## src/rtl/wdt_pkg.sv

```systemverilog
package wdt_pkg;
  typedef enum logic [1:0] {
    EV_NONE  = 2'd0,
    EV_GOOD  = 2'd1,
    EV_EARLY = 2'd2,
    EV_LATE  = 2'd3
  } wd_event_e;
endpackage

```

## src/rtl/wdt_edge_sync.sv

```systemverilog
module wdt_edge_sync #(
  parameter int unsigned STAGES = 2
) (
  input  logic clk_i,
  input  logic rst_ni,
  input  logic d_i,
  output logic fall_o
);
  logic [STAGES:0] chain_q;

  always_ff @(posedge clk_i or negedge rst_ni) begin
    if (!rst_ni) chain_q <= '1;
    else         chain_q <= {chain_q[STAGES-1:0], d_i};
  end

  // last stage is the delayed copy for edge detection
  assign fall_o = chain_q[STAGES] & ~chain_q[STAGES-1];
endmodule

```

## src/rtl/wdt_window.sv

```systemverilog
module wdt_window
  import wdt_pkg::*;
#(
  parameter int unsigned WD_PERIOD = 64,
  parameter int unsigned CNT_W     = $clog2(WD_PERIOD)
) (
  input  logic             clk_i,
  input  logic             rst_ni,
  input  logic             active_i,
  input  logic             fall_i,
  input  logic             win_mode_i,
  input  logic             win_sel_i,
  output wd_event_e        evt_o,
  output logic [CNT_W-1:0] cnt_o
);
  localparam logic [CNT_W-1:0] LAST     = CNT_W'(WD_PERIOD - 1);
  localparam logic [CNT_W-1:0] CW_HALF  = CNT_W'(WD_PERIOD / 2);
  localparam logic [CNT_W-1:0] CW_QUART = CNT_W'(WD_PERIOD / 4);

  logic [CNT_W-1:0] cnt_q;
  logic [CNT_W-1:0] closed_w;
  logic             at_last;

  assign closed_w = win_sel_i ? CW_QUART : CW_HALF;
  assign at_last  = (cnt_q == LAST);

  always_ff @(posedge clk_i or negedge rst_ni) begin
    if (!rst_ni)                          cnt_q <= '0;
    else if (!active_i || fall_i || at_last) cnt_q <= '0;
    else                                  cnt_q <= cnt_q + 1'b1;
  end

  always_comb begin
    evt_o = EV_NONE;
    if (active_i) begin
      if (fall_i) evt_o = (win_mode_i && cnt_q < closed_w) ? EV_EARLY : EV_GOOD;
      else if (at_last) evt_o = EV_LATE;
    end
  end

  assign cnt_o = cnt_q;
endmodule

```

## src/rtl/wdt_reset_stretch.sv

```systemverilog
module wdt_reset_stretch #(
  parameter int unsigned RST_TICKS = 32,
  parameter int unsigned CNT_W     = (RST_TICKS > 1) ? $clog2(RST_TICKS) : 1
) (
  input  logic clk_i,
  input  logic rst_ni,
  input  logic force_i,
  output logic hold_o
);
  localparam logic [CNT_W-1:0] LAST = CNT_W'(RST_TICKS - 1);

  logic             hold_q;
  logic [CNT_W-1:0] cnt_q;

  always_ff @(posedge clk_i or negedge rst_ni) begin
    if (!rst_ni) begin
      hold_q <= 1'b1;
      cnt_q  <= '0;
    end else if (force_i) begin
      hold_q <= 1'b1;
      cnt_q  <= '0;
    end else if (hold_q) begin
      if (cnt_q == LAST) begin
        hold_q <= 1'b0;
        cnt_q  <= '0;
      end else begin
        cnt_q <= cnt_q + 1'b1;
      end
    end
  end

  assign hold_o = hold_q;
endmodule

```

## src/rtl/wdt_supervisor.sv

```systemverilog
module wdt_supervisor
  import wdt_pkg::*;
#(
  parameter int unsigned WD_PERIOD   = 64,
  parameter int unsigned RST_TICKS   = 32,
  parameter int unsigned SYNC_STAGES = 2,
  localparam int unsigned WD_CNT_W   = $clog2(WD_PERIOD)
) (
  input  logic clk_i,
  input  logic rst_ni,
  input  logic pwr_good_i,
  input  logic wd_disable_i,
  input  logic win_mode_i,
  input  logic win_sel_i,
  input  logic wdi_i,
  output logic rst_no,
  output logic fault_o,
  output logic good_o
);
  logic                wdi_fall;
  logic                rst_hold;
  logic                wd_active;
  logic                rst_force;
  wd_event_e           wd_evt;
  logic [WD_CNT_W-1:0] wd_cnt;
  logic                fault_q, good_q;

  wdt_edge_sync #(.STAGES(SYNC_STAGES)) u_sync (
    .clk_i (clk_i),
    .rst_ni(rst_ni),
    .d_i   (wdi_i),
    .fall_o(wdi_fall)
  );

  assign wd_active = ~rst_hold & pwr_good_i & ~wd_disable_i;

  wdt_window #(.WD_PERIOD(WD_PERIOD), .CNT_W(WD_CNT_W)) u_win (
    .clk_i     (clk_i),
    .rst_ni    (rst_ni),
    .active_i  (wd_active),
    .fall_i    (wdi_fall),
    .win_mode_i(win_mode_i),
    .win_sel_i (win_sel_i),
    .evt_o     (wd_evt),
    .cnt_o     (wd_cnt)
  );

  assign rst_force = ~pwr_good_i | (wd_evt == EV_EARLY) | (wd_evt == EV_LATE);

  wdt_reset_stretch #(.RST_TICKS(RST_TICKS)) u_stretch (
    .clk_i  (clk_i),
    .rst_ni (rst_ni),
    .force_i(rst_force),
    .hold_o (rst_hold)
  );

  always_ff @(posedge clk_i or negedge rst_ni) begin
    if (!rst_ni) begin
      fault_q <= 1'b0;
      good_q  <= 1'b0;
    end else begin
      fault_q <= (wd_evt == EV_EARLY) || (wd_evt == EV_LATE);
      good_q  <= (wd_evt == EV_GOOD);
    end
  end

  assign rst_no  = ~rst_hold;
  assign fault_o = fault_q;
  assign good_o  = good_q;
endmodule

```

## config.mk

```make
export PLATFORM = sky130hd
export DESIGN_NAME = wdt_supervisor
export DESIGN_NICKNAME = d
export VERILOG_FILES = /design/src/rtl/wdt_pkg.sv /design/src/rtl/wdt_edge_sync.sv /design/src/rtl/wdt_window.sv /design/src/rtl/wdt_reset_stretch.sv /design/src/rtl/wdt_supervisor.sv
export SDC_FILE = /design/constraint.sdc
export NUM_CORES = 1
export LEC_CHECK = 0
export ABC_AREA = 1
export CAP_MARGIN = 10
export CORE_MARGIN = 5
export CORE_UTILIZATION = 30
export DETAILED_ROUTE_END_ITERATION = 6
export PLACE_DENSITY = 0.54
export SETUP_SLACK_MARGIN = 0.1
export SYNTH_ARGS = -nofsm -noshare
export SYNTH_HDL_FRONTEND = slang
export SYNTH_HIERARCHICAL = 1
export SYNTH_SLANG_ARGS = --single-unit
```

## constraint.sdc

```tcl
create_clock -name clk_i -period 2.3 [get_ports clk_i]
set_clock_uncertainty 0.1 [all_clocks]
set_input_delay 0.46 -clock clk_i [delete_from_list [all_inputs] [get_ports clk_i]]
set_output_delay 0.46 -clock clk_i [all_outputs]
set_load 0.005 [all_outputs]
```

==> results of run 1 <==
[how the worst max path moves through the flow]
stage                                     from  depth (start not counted)  slack (ns)                              to
floorplan             u_win/cnt_o[0]$_DFF_PN0_                         10        0.68  u_stretch/cnt_q[0]$_DFFE_PN0P_
global placement                     win_sel_i                         10        0.15  u_stretch/cnt_q[0]$_DFFE_PN0P_
detailed placement                   win_sel_i                         10        0.13  u_stretch/cnt_q[0]$_DFFE_PN0P_
CTS                 u_stretch/hold_o$_DFF_PN1_                          2        0.35                          rst_no
global route          u_win/cnt_o[0]$_DFF_PN0_                         10        0.30  u_stretch/cnt_q[0]$_DFFE_PN0P_
finish              u_stretch/hold_o$_DFF_PN1_                          2        0.38                          rst_no
[layout by cell type (no fill, tap or decap), drive strengths merged]
| master | count |
|---|---|
| clkinv | 1 |
| nor3 | 1 |
| nand2 | 25 |
| nor2 | 18 |
| nand4 | 2 |
| ha | 4 |
| clkbuf | 3 |
| dfstp | 4 |
| o21ai | 3 |
| nand3 | 8 |
| xnor2 | 2 |
| a21oi | 3 |
| o21bai | 1 |
| dfrtp | 13 |
| buf | 1 |
| clkdlybuf4s50 | 9 |
| inv | 13 |
[report_power, final]
group / switching [mW] / total (mW) / internal [mW]
Sequential: 0.00641 / 0.314 / 0.308
Combinational: 0.0176 / 0.0352 / 0.0176
Clock: 0.0929 / 0.158 / 0.0647
Total: 0.117 / 0.507 / 0.390
[sequential cells by signal (all words and copies together) (netlist names)]
register / cells
fault_o: 1
good_o: 1
u_stretch/cnt_q: 5
u_stretch/hold_o: 1
u_sync/chain_q: 3
u_win/cnt_o: 6
[synthesized netlist by cell type (all sizes together)]
cell	instances
nor2	18
nand2	25
dfrtp	13
xnor2	2
o21bai	1
inv	13
a21oi	3
dfstp	4
ha	4
nor3	1
clkbuf	1
nand4	2
o21ai	3
nand3	8
[cell families (layout without fill, tap and decap cells)]
| family | count (synthesis) | after routing | synth area share |
|---|---|---|---|
| XOR/XNOR | 2 | 2 | 0.02118 |
| AO/OA/AOI/OAI | 7 | 7 | 0.05445 |
| buffers and inverters | 14 | 27 | 0.06353 |
| adder cells (fa/ha/maj) | 4 | 4 | 0.06052 |
| AND/OR/NAND/NOR | 54 | 54 | 0.2799 |
| flip-flops | 17 | 17 | 0.5204 |
[per-layer routing]
metal | wire (um) | part of all wire | track usage
met5 | 0 | 0 | 0
met1 | 661 | 0.46 | 0.08788
met3 | 65 | 0.046 | 0.04137
met4 | 9 | 0.0063 | 0.02387
met2 | 689 | 0.48 | 0.1269
[worst max-delay path: stages (launching register included)]
cell             delay (ns)
dfstp_2                0.59
inv_2                  0.05
clkdlybuf4s50_1        0.44
[area by class of cell]
cell class / instances / area [um^2]
fillers: 284 / 1723
flip-flops and latches: 17 / 430.4
well taps: 31 / 38.79
repair buffers: 10 / 97.59
clock buffers: 3 / 22.52
multi-input cells: 67 / 344.1
inverters: 13 / 48.80
clock inverters: 1 / 5.005
[through the flow]
stage | utilization | worst slack, ns
floorplan | - | 0.6754
global placement | 0.3541 | 0.1453
detailed placement | 0.3541 | 0.1254
CTS | 0.3643 | 0.3485
global route | 0.3643 | 0.2962
finish | 0.3643 | 0.3779
==> summary.md, run 1 <==
| Metric | Value |
|---|---|
| Fin crit share | `0.8357` |
| CTS Buffer Depth | `2` |
| First-pass GRT wire length | `2421 um` |
| Area grow syn2layout | `19.36%` |
| Die Height | `between 60 and 70 um` |
| Power consumption | `507.0 uW` |
| Worst hold path endpoint | `u_sync/chain_q[1]$_DFF_PN1_` |
| Leak | `0.4594 nW` |
| Vias in the first global route | `around 600` |
| DRC violation count after routing | `0` |
| Syn Nets | `109` |
| Post-synth top area cell | `dfrtp_1` |
| Clock Latency Late Sink | `0.29 ns` |
| Synth top area share | `0.3933` |
| Root buf cell | `clkbuf_4` |
| Post_cts resized | `0` |
| Cts hold-fix bufs | `0` |
| Status | `complete, no violations` |
| Reg2reg end | `u_stretch/cnt_q[0]$_DFFE_PN0P_` |
| PwrDens | `just over 500 nW/um^2` |
| Synth area leaders | `dfrtp_1 39%, dfstp_2 13%, nand2_1 11%` |
| Yosys reg bits | `17` |
| Slew Viols, Final | `0` |
| Placed Area | `959.7 um^2` |
| Crit end category | `output pin` |
| Final Hold Viols | `0` |
| Nets@finish | `around 120` |
| Seq/Total Area, Yosys | `0.5204` |
| HP Class | `reg -> reg` |
| Routed vias | `640` |
| Num CTS Buffers | `3` |
| Initial DRC Count | `36` |
| Startpoint Class | `register` |
| Synth Warn # | `6` |
| Chip width | `62.51 um` |
| Boundary Pins | `10` |
| Mean post-synth cell area | `8.439 um^2` |
| Unrepaired setup endpoints after global routing | `no` |
| Setup TNS | `0 ns` |
| CTS tree | `yes` |
| Layout cell share with drive strength beyond 1 | `0.1441` |
| Mapped Cells | `98` |
| Crit path kind | `reg -> out` |
| Synth unique cells | `20` |
| Setup Fix Bufs, Post-CTS | `0` |
| WP data required | `roughly 1.7 ns` |
| Clock sinks | `17` |
| Worst r2r path cells | `10` |
| Vias per inst | `roughly 4.5` |
| Final Cell Area | `987.2 um^2` |
| HP Start | `u_sync/chain_q[0]$_DFF_PN1_` |
| Fmax | `520.3 MHz` |
| Row count | `19` |
| WL per Instance | `approximately 10 um` |
| Maximum vdd drop | `around 0.00038 V` |
| Clock-pin slew on the worst setup and hold paths | `0.09 ns` |
| Reg2reg start | `u_win/cnt_o[0]$_DFF_PN0_` |
| Core box area | `between 2000 and 3000 um^2` |
| Worst-Margin Slew | `0.3035 ns` |
| Final setup fails | `0` |
| GRT Overall Usage | `0.07810` |
| Grt ovf | `0` |
| Largest net degree at the start of global routing | `18` |
| Placed cells | `138` |
| Post-layout min period | `1.922 ns` |
| Final wirelength | `1425 um` |
| Initial core utilization | `0.3052` |
| Final RePlAce weighted congestion | `0.7444` |
| CTS H-Tree Depth | `1` |
| ANT cells | `0` |
| Initial antenna violation count | `0` |
| Die area | `3907 um^2` |
| Worst hold stages | `0` |
| Slew headroom | `0.7969` |
| Max-Cap Viols | `0` |
| Dpl hpwl | `1066 um` |
| Mapped Area | `827.0 um^2` |
| PortBufs | `9` |
| Worst Hold Slack | `0.2601 ns` |
| Pre-Repair DR Iteration Count | `4` |
| Layout Cells excl Fill | `about 140` |
| CP Max Fanout | `6` |
| Final ANT Viol Nets | `0` |
| Flop2flop setup slack | `between 0.4 and 0.5 ns` |
| CP Data Arrival Time | `1.36 ns` |
Power figures use the tool's default switching activity.
==> run 2: changes to the inputs <==
Settings changed: PLACE_DENSITY 0.54 to 0.56.
Clock period 2.3 ns to 1.7 ns, I/O delays scaled along.
==> run 2 against run 1 <==
  * Count of clock-buffer cells in the layout up 1
  * Die area unchanged
  * Sequential power up 36%
  * Global-route usage up 1.7 points
  * Largest cell class unchanged
==> summary.md, run 2 (synthesis gave the netlist of run 1 again) <==
| Metric | Value |
|---|---|
| Status | `complete, no violations` |
| Initial DRC Count | `25 (-31%)` |
| HP Start | `u_sync/chain_q[0]$_DFF_PN1_` |
| HP Class | `reg -> reg` |
| Clock Latency Late Sink | `0.28 ns (about the same)` |
| Final Hold Viols | `0 (unchanged)` |
| Crit end category | `register` |
| Setup WS pre-CTS | `-0.3617 ns (-0.4871 ns)` |
| Final setup fails | `0 (unchanged)` |
| Maximum vdd drop | `0.0002958 V (-23%)` |
| Core box area | `2710 um^2 (unchanged)` |
| Clock-pin slew on the worst setup and hold paths | `0.10 ns (about the same)` |
| Worst-Margin Slew | `0.2362 ns (-0.06726 ns)` |
| WP data required | `1.82 ns (+0.08 ns)` |
| Area grow syn2layout | `37.52%` |
| Die Height | `62.51 um (unchanged)` |
| Vias in the first global route | `695 (+16%)` |
| Most frequent cells in the layout | `20 x nand2_1, 13 x dfrtp_1, 11 x buf_4, 11 x nor2_1, 8 x inv_1` |
| Largest net degree at the start of global routing | `18 (unchanged)` |
| Routed vias | `689 (+7.7%)` |
| CP Max Fanout | `5 (-1)` |
| Pre-Repair DR Iteration Count | `4 (unchanged)` |
| Slew headroom | `0.8424 (+0.04548)` |
| Chip width | `62.51 um (unchanged)` |
| Flip-flop count of the largest register after layout | `6 (unchanged)` |
| GRT Overall Usage | `0.09540 (+0.01730)` |
| Worst hold stages | `0 (unchanged)` |
| DRC violation count after routing | `0 (unchanged)` |
| Reg2reg start | `u_win/cnt_o[5]$_DFF_PN0_` |
| Max-Cap Viols | `0 (unchanged)` |
| Commonest non-fill, non-tap cell in the layout | `nand2_1` |
| CP peak stage delay | `0.40 ns (-0.19 ns)` |
| Fin crit share | `0.9468` |
| Leak | `0.5424 nW (+18%)` |
| Boundary Pins | `10 (unchanged)` |
| Worst r2r path cells | `10 (unchanged)` |
| CP Cell Sequence | `ha_1 -> nand2_2 -> a21oi_2 -> nor2_2 -> inv_2 -> nand2_4 -> buf_6 -> nor2_4 -> nand2_1 -> o21ai_1` |
| Num CTS Buffers | `3 (unchanged)` |
| ANT cells | `0 (unchanged)` |
| Slew Viols, Final | `0 (unchanged)` |
| Setup WS post-layout | `0.09044 ns (-0.2874 ns)` |
| Crit path kind | `reg -> reg` |
| Fmax | `between 600 and 700 MHz` |
| Clock sinks | `17 (unchanged)` |
| Multi-input logic area | `397.9 um^2 (+16%)` |
| WP depth | `10 (+8)` |
| Final ANT Viol Nets | `0 (unchanged)` |
| Nets@finish | `135 (+9.8%)` |
| CTS H-Tree Depth | `1 (unchanged)` |
| WL per Instance | `10.29 um (+2.6%)` |
| Root buf cell | `clkbuf_4` |
| Reg2reg end | `u_stretch/cnt_q[0]$_DFFE_PN0P_` |
| CTS Buffer Depth | `2 (unchanged)` |
| Final wirelength | `1585 um (+11%)` |
| CP max stage cell | `dfrtp_1` |
| Startpoint Class | `register` |
| Dpl hpwl | `1144 um (+7.3%)` |
| Worst Path Buf+Inv | `2 (unchanged)` |
| Power consumption | `704.3 uW (+39%)` |
| Unrepaired setup endpoints after global routing | `yes` |
| CTS tree | `yes` |
| First-pass GRT wire length | `3056 um (+26%)` |
| Grt ovf | `0 (unchanged)` |
| Fillers | `277 (-2.5%)` |
| Layout cell share with drive strength beyond 1 | `0.3577 (+0.2136)` |
| CP top delay family | `flip-flops` |
| Flop2flop setup slack | `0.09 ns (-0.38 ns)` |
| Die area | `3907 um^2 (unchanged)` |
| CP Data Arrival Time | `1.73 ns (+0.37 ns)` |
| Initial core utilization | `0.3052 (unchanged)` |
| Worst hold path endpoint | `u_sync/chain_q[1]$_DFF_PN1_` |
| Reg area | `430.4 um^2 (unchanged)` |
| Initial antenna violation count | `0 (unchanged)` |
| PortBufs | `9 (unchanged)` |
| Row count | `19 (unchanged)` |
| Final RePlAce weighted congestion | `0.7627 (+2.5%)` |
| Vias per inst | `4.474 (-0.73%)` |
| PwrDens | `619.3 nW/um^2 (+21%)` |
| Post-layout min period | `~1.6 ns` |
==> run 2: worst max-delay path by stage <==
stage / startpoint / slack, ns / end
after global placement: win_sel_i / -0.33 / u_stretch/cnt_q[2]$_DFFE_PN0P_
after CTS: u_sync/chain_q[2]$_DFF_PN1_ / 0.06 / u_stretch/cnt_q[1]$_DFFE_PN0P_
after floorplan: u_win/cnt_o[0]$_DFF_PN0_ / 0.11 / u_stretch/cnt_q[0]$_DFFE_PN0P_
after global routing: u_win/cnt_o[5]$_DFF_PN0_ / -0.01 / u_stretch/cnt_q[0]$_DFFE_PN0P_
final: u_win/cnt_o[5]$_DFF_PN0_ / 0.09 / u_stretch/cnt_q[0]$_DFFE_PN0P_
after detailed placement: win_sel_i / -0.36 / u_stretch/cnt_q[0]$_DFFE_PN0P_
==> run 2: cell type report <==
type / count / share of cell area
flip-flops and latches: 17 / 0.3784
multi-input cells: 67 / 0.3498
repair buffers: 22 / 0.1716
inverters: 13 / 0.04290
well taps: 31 / 0.03410
clock buffers: 4 / 0.02310
==> run 2: per-stage QoR <==
| step | util | setup TNS (ns) | instances | hold slack [ns] | instance area [um^2] |
|---|---|---|---|---|---|
| 6_report | 0.4197 | 0 | 154 | 0.2624 | 1137 |
| 5_1_grt | 0.4197 | -0.03400 | 154 | 0.2675 | 1137 |
| 4_1_cts | 0.4146 | 0 | 156 | 0.2663 | 1124 |
| 3_5_place_dp | 0.3753 | -1.943 | 145 | 0.2513 | 1017 |
| 3_3_place_gp | 0.3753 | -1.707 | 145 | 0.2477 | 1017 |
| 2_1_floorplan | - | 0 | 98 | -0.05559 | 832.0 |
==> run 2: power by group <==
part / internal (mW) / total (mW) / leakage (nW) / switching, mW
sequential: 0.417 / 0.426 / 0.221 / 0.00943
combinational: 0.0333 / 0.0644 / 0.306 / 0.0311
clock: 0.0910 / 0.214 / 0.0150 / 0.123
==> run 2: routing by layer <==
layer / vias to the layer above / track usage / part of all wire
met5: - / 0 / 0
met4: 0 / 0.02387 / 0
met3: 0 / 0.03237 / 0.054
met1: 321 / 0.1161 / 0.45
li1: 358 / - / -
met2: 10 / 0.1606 / 0.50
==> run 2: repair_timing <==
item | 4_1_cts | 5_1_grt
endpoints found under the setup margin | 7 | 9
buffers inserted | 7 | 0
pin swaps | 6 | 12
resized for setup | 13 | 13
hold buffers | 0 | 0
==> run 3: changes to the inputs <==
Settings changed: CORE_MARGIN 5 to 2, SLEW_MARGIN from default to 20.
==> run 3 against run 2 <==
  * Maximum frequency fell by 0.92%
  * Clock power rose by 4%
  * Worst setup slack got worse by 0.015 ns
  * Utilization rose by 3.5 points
  * Highest routed layer is now met4
  * Largest power group unchanged
  * Hold slack got worse by 0.013 ns
  * Wire length rose by 9.6%
==> summary.md, run 3 (synthesis gave the netlist of run 1 again) <==
| Metric | Value |
|---|---|
| Chip width | `56.51 um (-9.6%)` |
| Layout cell share with drive strength beyond 1 | `0.3953 (+0.03763)` |
| Unrepaired setup endpoints after global routing | `yes` |
| WP data required | `1.84 ns (+0.02 ns)` |
| WL per Instance | `10.86 um (+5.5%)` |
| Maximum vdd drop | `0.0004034 V (+36%)` |
| Flop2flop setup slack | `0.08 ns (about the same)` |
| Leak | `0.6005 nW (+11%)` |
| Vias in the first global route | `684 (-1.6%)` |
| PwrDens | `588.9 nW/um^2 (-4.9%)` |
| Setup WS pre-CTS | `-0.3987 ns (-0.03708 ns)` |
| Largest net degree at the start of global routing | `18 (unchanged)` |
| Final wirelength | `1737 um (+9.6%)` |
| Reg2reg start | `u_win/cnt_o[0]$_DFF_PN0_` |
| Boundary Pins | `10 (unchanged)` |
| CP Max Fanout | `2 (-3)` |
| GRT Overall Usage | `0.1198 (+0.02441)` |
| Power consumption | `719.9 uW (+2.2%)` |
| HP Class | `in -> async` |
| Nets@finish | `141 (+4.4%)` |
| Fmax | `615.6 MHz (-0.92%)` |
| Post-Route Utilization | `0.4551 (+0.03539)` |
| CP max stage cell | `dfrtp_1` |
| Clock sinks | `17 (unchanged)` |
| Num CTS Buffers | `3 (unchanged)` |
| Slew Viols, Final | `0 (unchanged)` |
| Final setup fails | `0 (unchanged)` |
| CTS tree | `yes` |
| DRC violation count after routing | `0 (unchanged)` |
| Reg area | `431.7 um^2 (+0.29%)` |
| Root buf cell | `clkbuf_4` |
| Routed vias | `731 (+6.1%)` |
| Worst r2r path cells | `10 (unchanged)` |
| CP peak stage delay | `0.40 ns (about the same)` |
| Initial DRC Count | `15 (-40%)` |
| First-pass GRT wire length | `2884 um (-5.6%)` |
| Commonest non-fill, non-tap cell in the layout | `nand2_1` |
| Pre-Repair DR Iteration Count | `5 (+1)` |
| Worst-Margin Slew | `0.2328 ns (-0.003375 ns)` |
| Core box area | `2686 um^2 (-0.88%)` |
| Setup WS post-layout | `0.07555 ns (-0.01489 ns)` |
| Initial antenna violation count | `0 (unchanged)` |
| Fillers | `253 (-8.7%)` |
| Crit path kind | `reg -> reg` |
| Placed Area | `1032 um^2 (+1.5%)` |
| Reg2reg end | `good_o$_DFF_PN0_` |
| Final Cell Area | `1222 um^2 (+7.5%)` |
| Crit end category | `register` |
| Final Hold Viols | `0 (unchanged)` |
| Final RePlAce weighted congestion | `0.8037 (+5.4%)` |
| Vias per inst | `4.569 (+2.1%)` |
| Die area | `3193 um^2 (-18%)` |
| CP Cell Sequence | `ha_4 -> nand3_4 -> o21ai_2 -> nand2_2 -> buf_4 -> buf_4 -> buf_4 -> nor2_1 -> inv_1 -> nor2_2` |
| Slew headroom | `0.8447 (+0.002251)` |
| PortBufs | `9 (unchanged)` |
| Multi-input logic area | `425.4 um^2 (+6.9%)` |
| CTS Buffer Depth | `2 (unchanged)` |
| CTS H-Tree Depth | `1 (unchanged)` |
| Fin crit share | `0.9556 (+0.008759)` |
| Area grow syn2layout | `47.81%` |
| Final ANT Viol Nets | `0 (unchanged)` |
| Max-Cap Viols | `0 (unchanged)` |
| Most frequent cells in the layout | `21 x nand2_1, 16 x buf_4, 12 x dfrtp_1, 12 x nor2_1, 9 x inv_1` |
| Clock Latency Late Sink | `0.30 ns (+0.02 ns)` |
| Setup TNS | `0 ns (unchanged)` |
| Grt ovf | `0 (unchanged)` |
| Status | `complete, no violations` |
| Most frequent CP cell | `buf_4` |
| Clock-pin slew on the worst setup and hold paths | `0.10 ns (about the same)` |
| Startpoint Class | `register` |
| Flip-flop count of the largest register after layout | `6 (unchanged)` |
| CP Data Arrival Time | `1.76 ns (+0.03 ns)` |
| Post-layout min period | `1.624 ns (+0.01489 ns)` |
| Row count | `19 (unchanged)` |
| ANT cells | `0 (unchanged)` |
| Initial core utilization | `0.3079 (+0.002701)` |
| Die Height | `56.51 um (-9.6%)` |
| Dpl hpwl | `1086 um (-5.1%)` |
## run 3: cell count changes in the layout (fill, tap and decap cells not counted), moves of 2 or more
cell,previous run,this run
dlygate4sd2_1,2,0
o21ai_2,1,3
buf_4,11,16
o21ai_1,2,0
dlymetal6s2s_1,1,3
## run 3: how the worst max path moves through the flow
stage,end,startpoint,slack (ns),cells after the start
floorplan,u_stretch/cnt_q[0]$_DFFE_PN0P_,u_win/cnt_o[0]$_DFF_PN0_,0.11,10
global placement,u_stretch/cnt_q[2]$_DFFE_PN0P_,win_sel_i,-0.34,10
detailed placement,u_stretch/cnt_q[0]$_DFFE_PN0P_,win_sel_i,-0.40,10
CTS,u_stretch/cnt_q[0]$_DFFE_PN0P_,u_sync/chain_q[2]$_DFF_PN1_,0.06,11
global route,u_stretch/cnt_q[0]$_DFFE_PN0P_,u_sync/chain_q[2]$_DFF_PN1_,-0.03,11
finish,good_o$_DFF_PN0_,u_win/cnt_o[0]$_DFF_PN0_,0.08,10
## run 3: metal layers
metal / wire length [um] / vias to the layer above / global-route usage
met5: 0 / - / 0
met4: 15 / 0 / 0.04082
met3: 76 / 2 / 0.05069
met2: 924 / 12 / 0.1944
met1: 721 / 347 / 0.1418
li1: - / 370 / -
## run 3: report_power, final
part | switching (mW) | total [mW] | internal (mW)
clock network | 0.131 | 0.222 | 0.0915
logic | 0.0357 | 0.0716 | 0.0359
registers | 0.00905 | 0.426 | 0.417
total | 0.176 | 0.720 | 0.544
## run 3: through the flow
step / std cells / hold WS, ns
4_1_cts: 158 / 0.2512
3_3_place_gp: 147 / 0.2474
2_1_floorplan: 98 / -0.05559
5_1_grt: 160 / 0.2548
6_report: 160 / 0.2496
3_5_place_dp: 147 / 0.2473
## run 3: final cells by class
class                      count  share of cell area
clock buffer                   4             0.02149
inverter                      13             0.03992
multi-input combinational     67              0.3480
sequential                    17              0.3531
tap                           31             0.03173
timing repair buffer          28              0.2057
## run 3: what timing repair did
| item | in CTS | in global routing |
|---|---|---|
| hold buffers | 0 | 0 |
| setup endpoints to repair | 6 | 10 |
| gates resized for setup | 12 | 18 |
| pin swaps | 9 | 13 |
| setup buffers | 7 | 2 |
## run 3: worst max-delay path, delay by kind of cell, from the launching register on
family / cells / cell delay, ns
compound gates: 1 / 0.13
fa+ha+maj: 1 / 0.17
buf+inv: 4 / 0.43
flops: 1 / 0.40
simple gates: 4 / 0.33
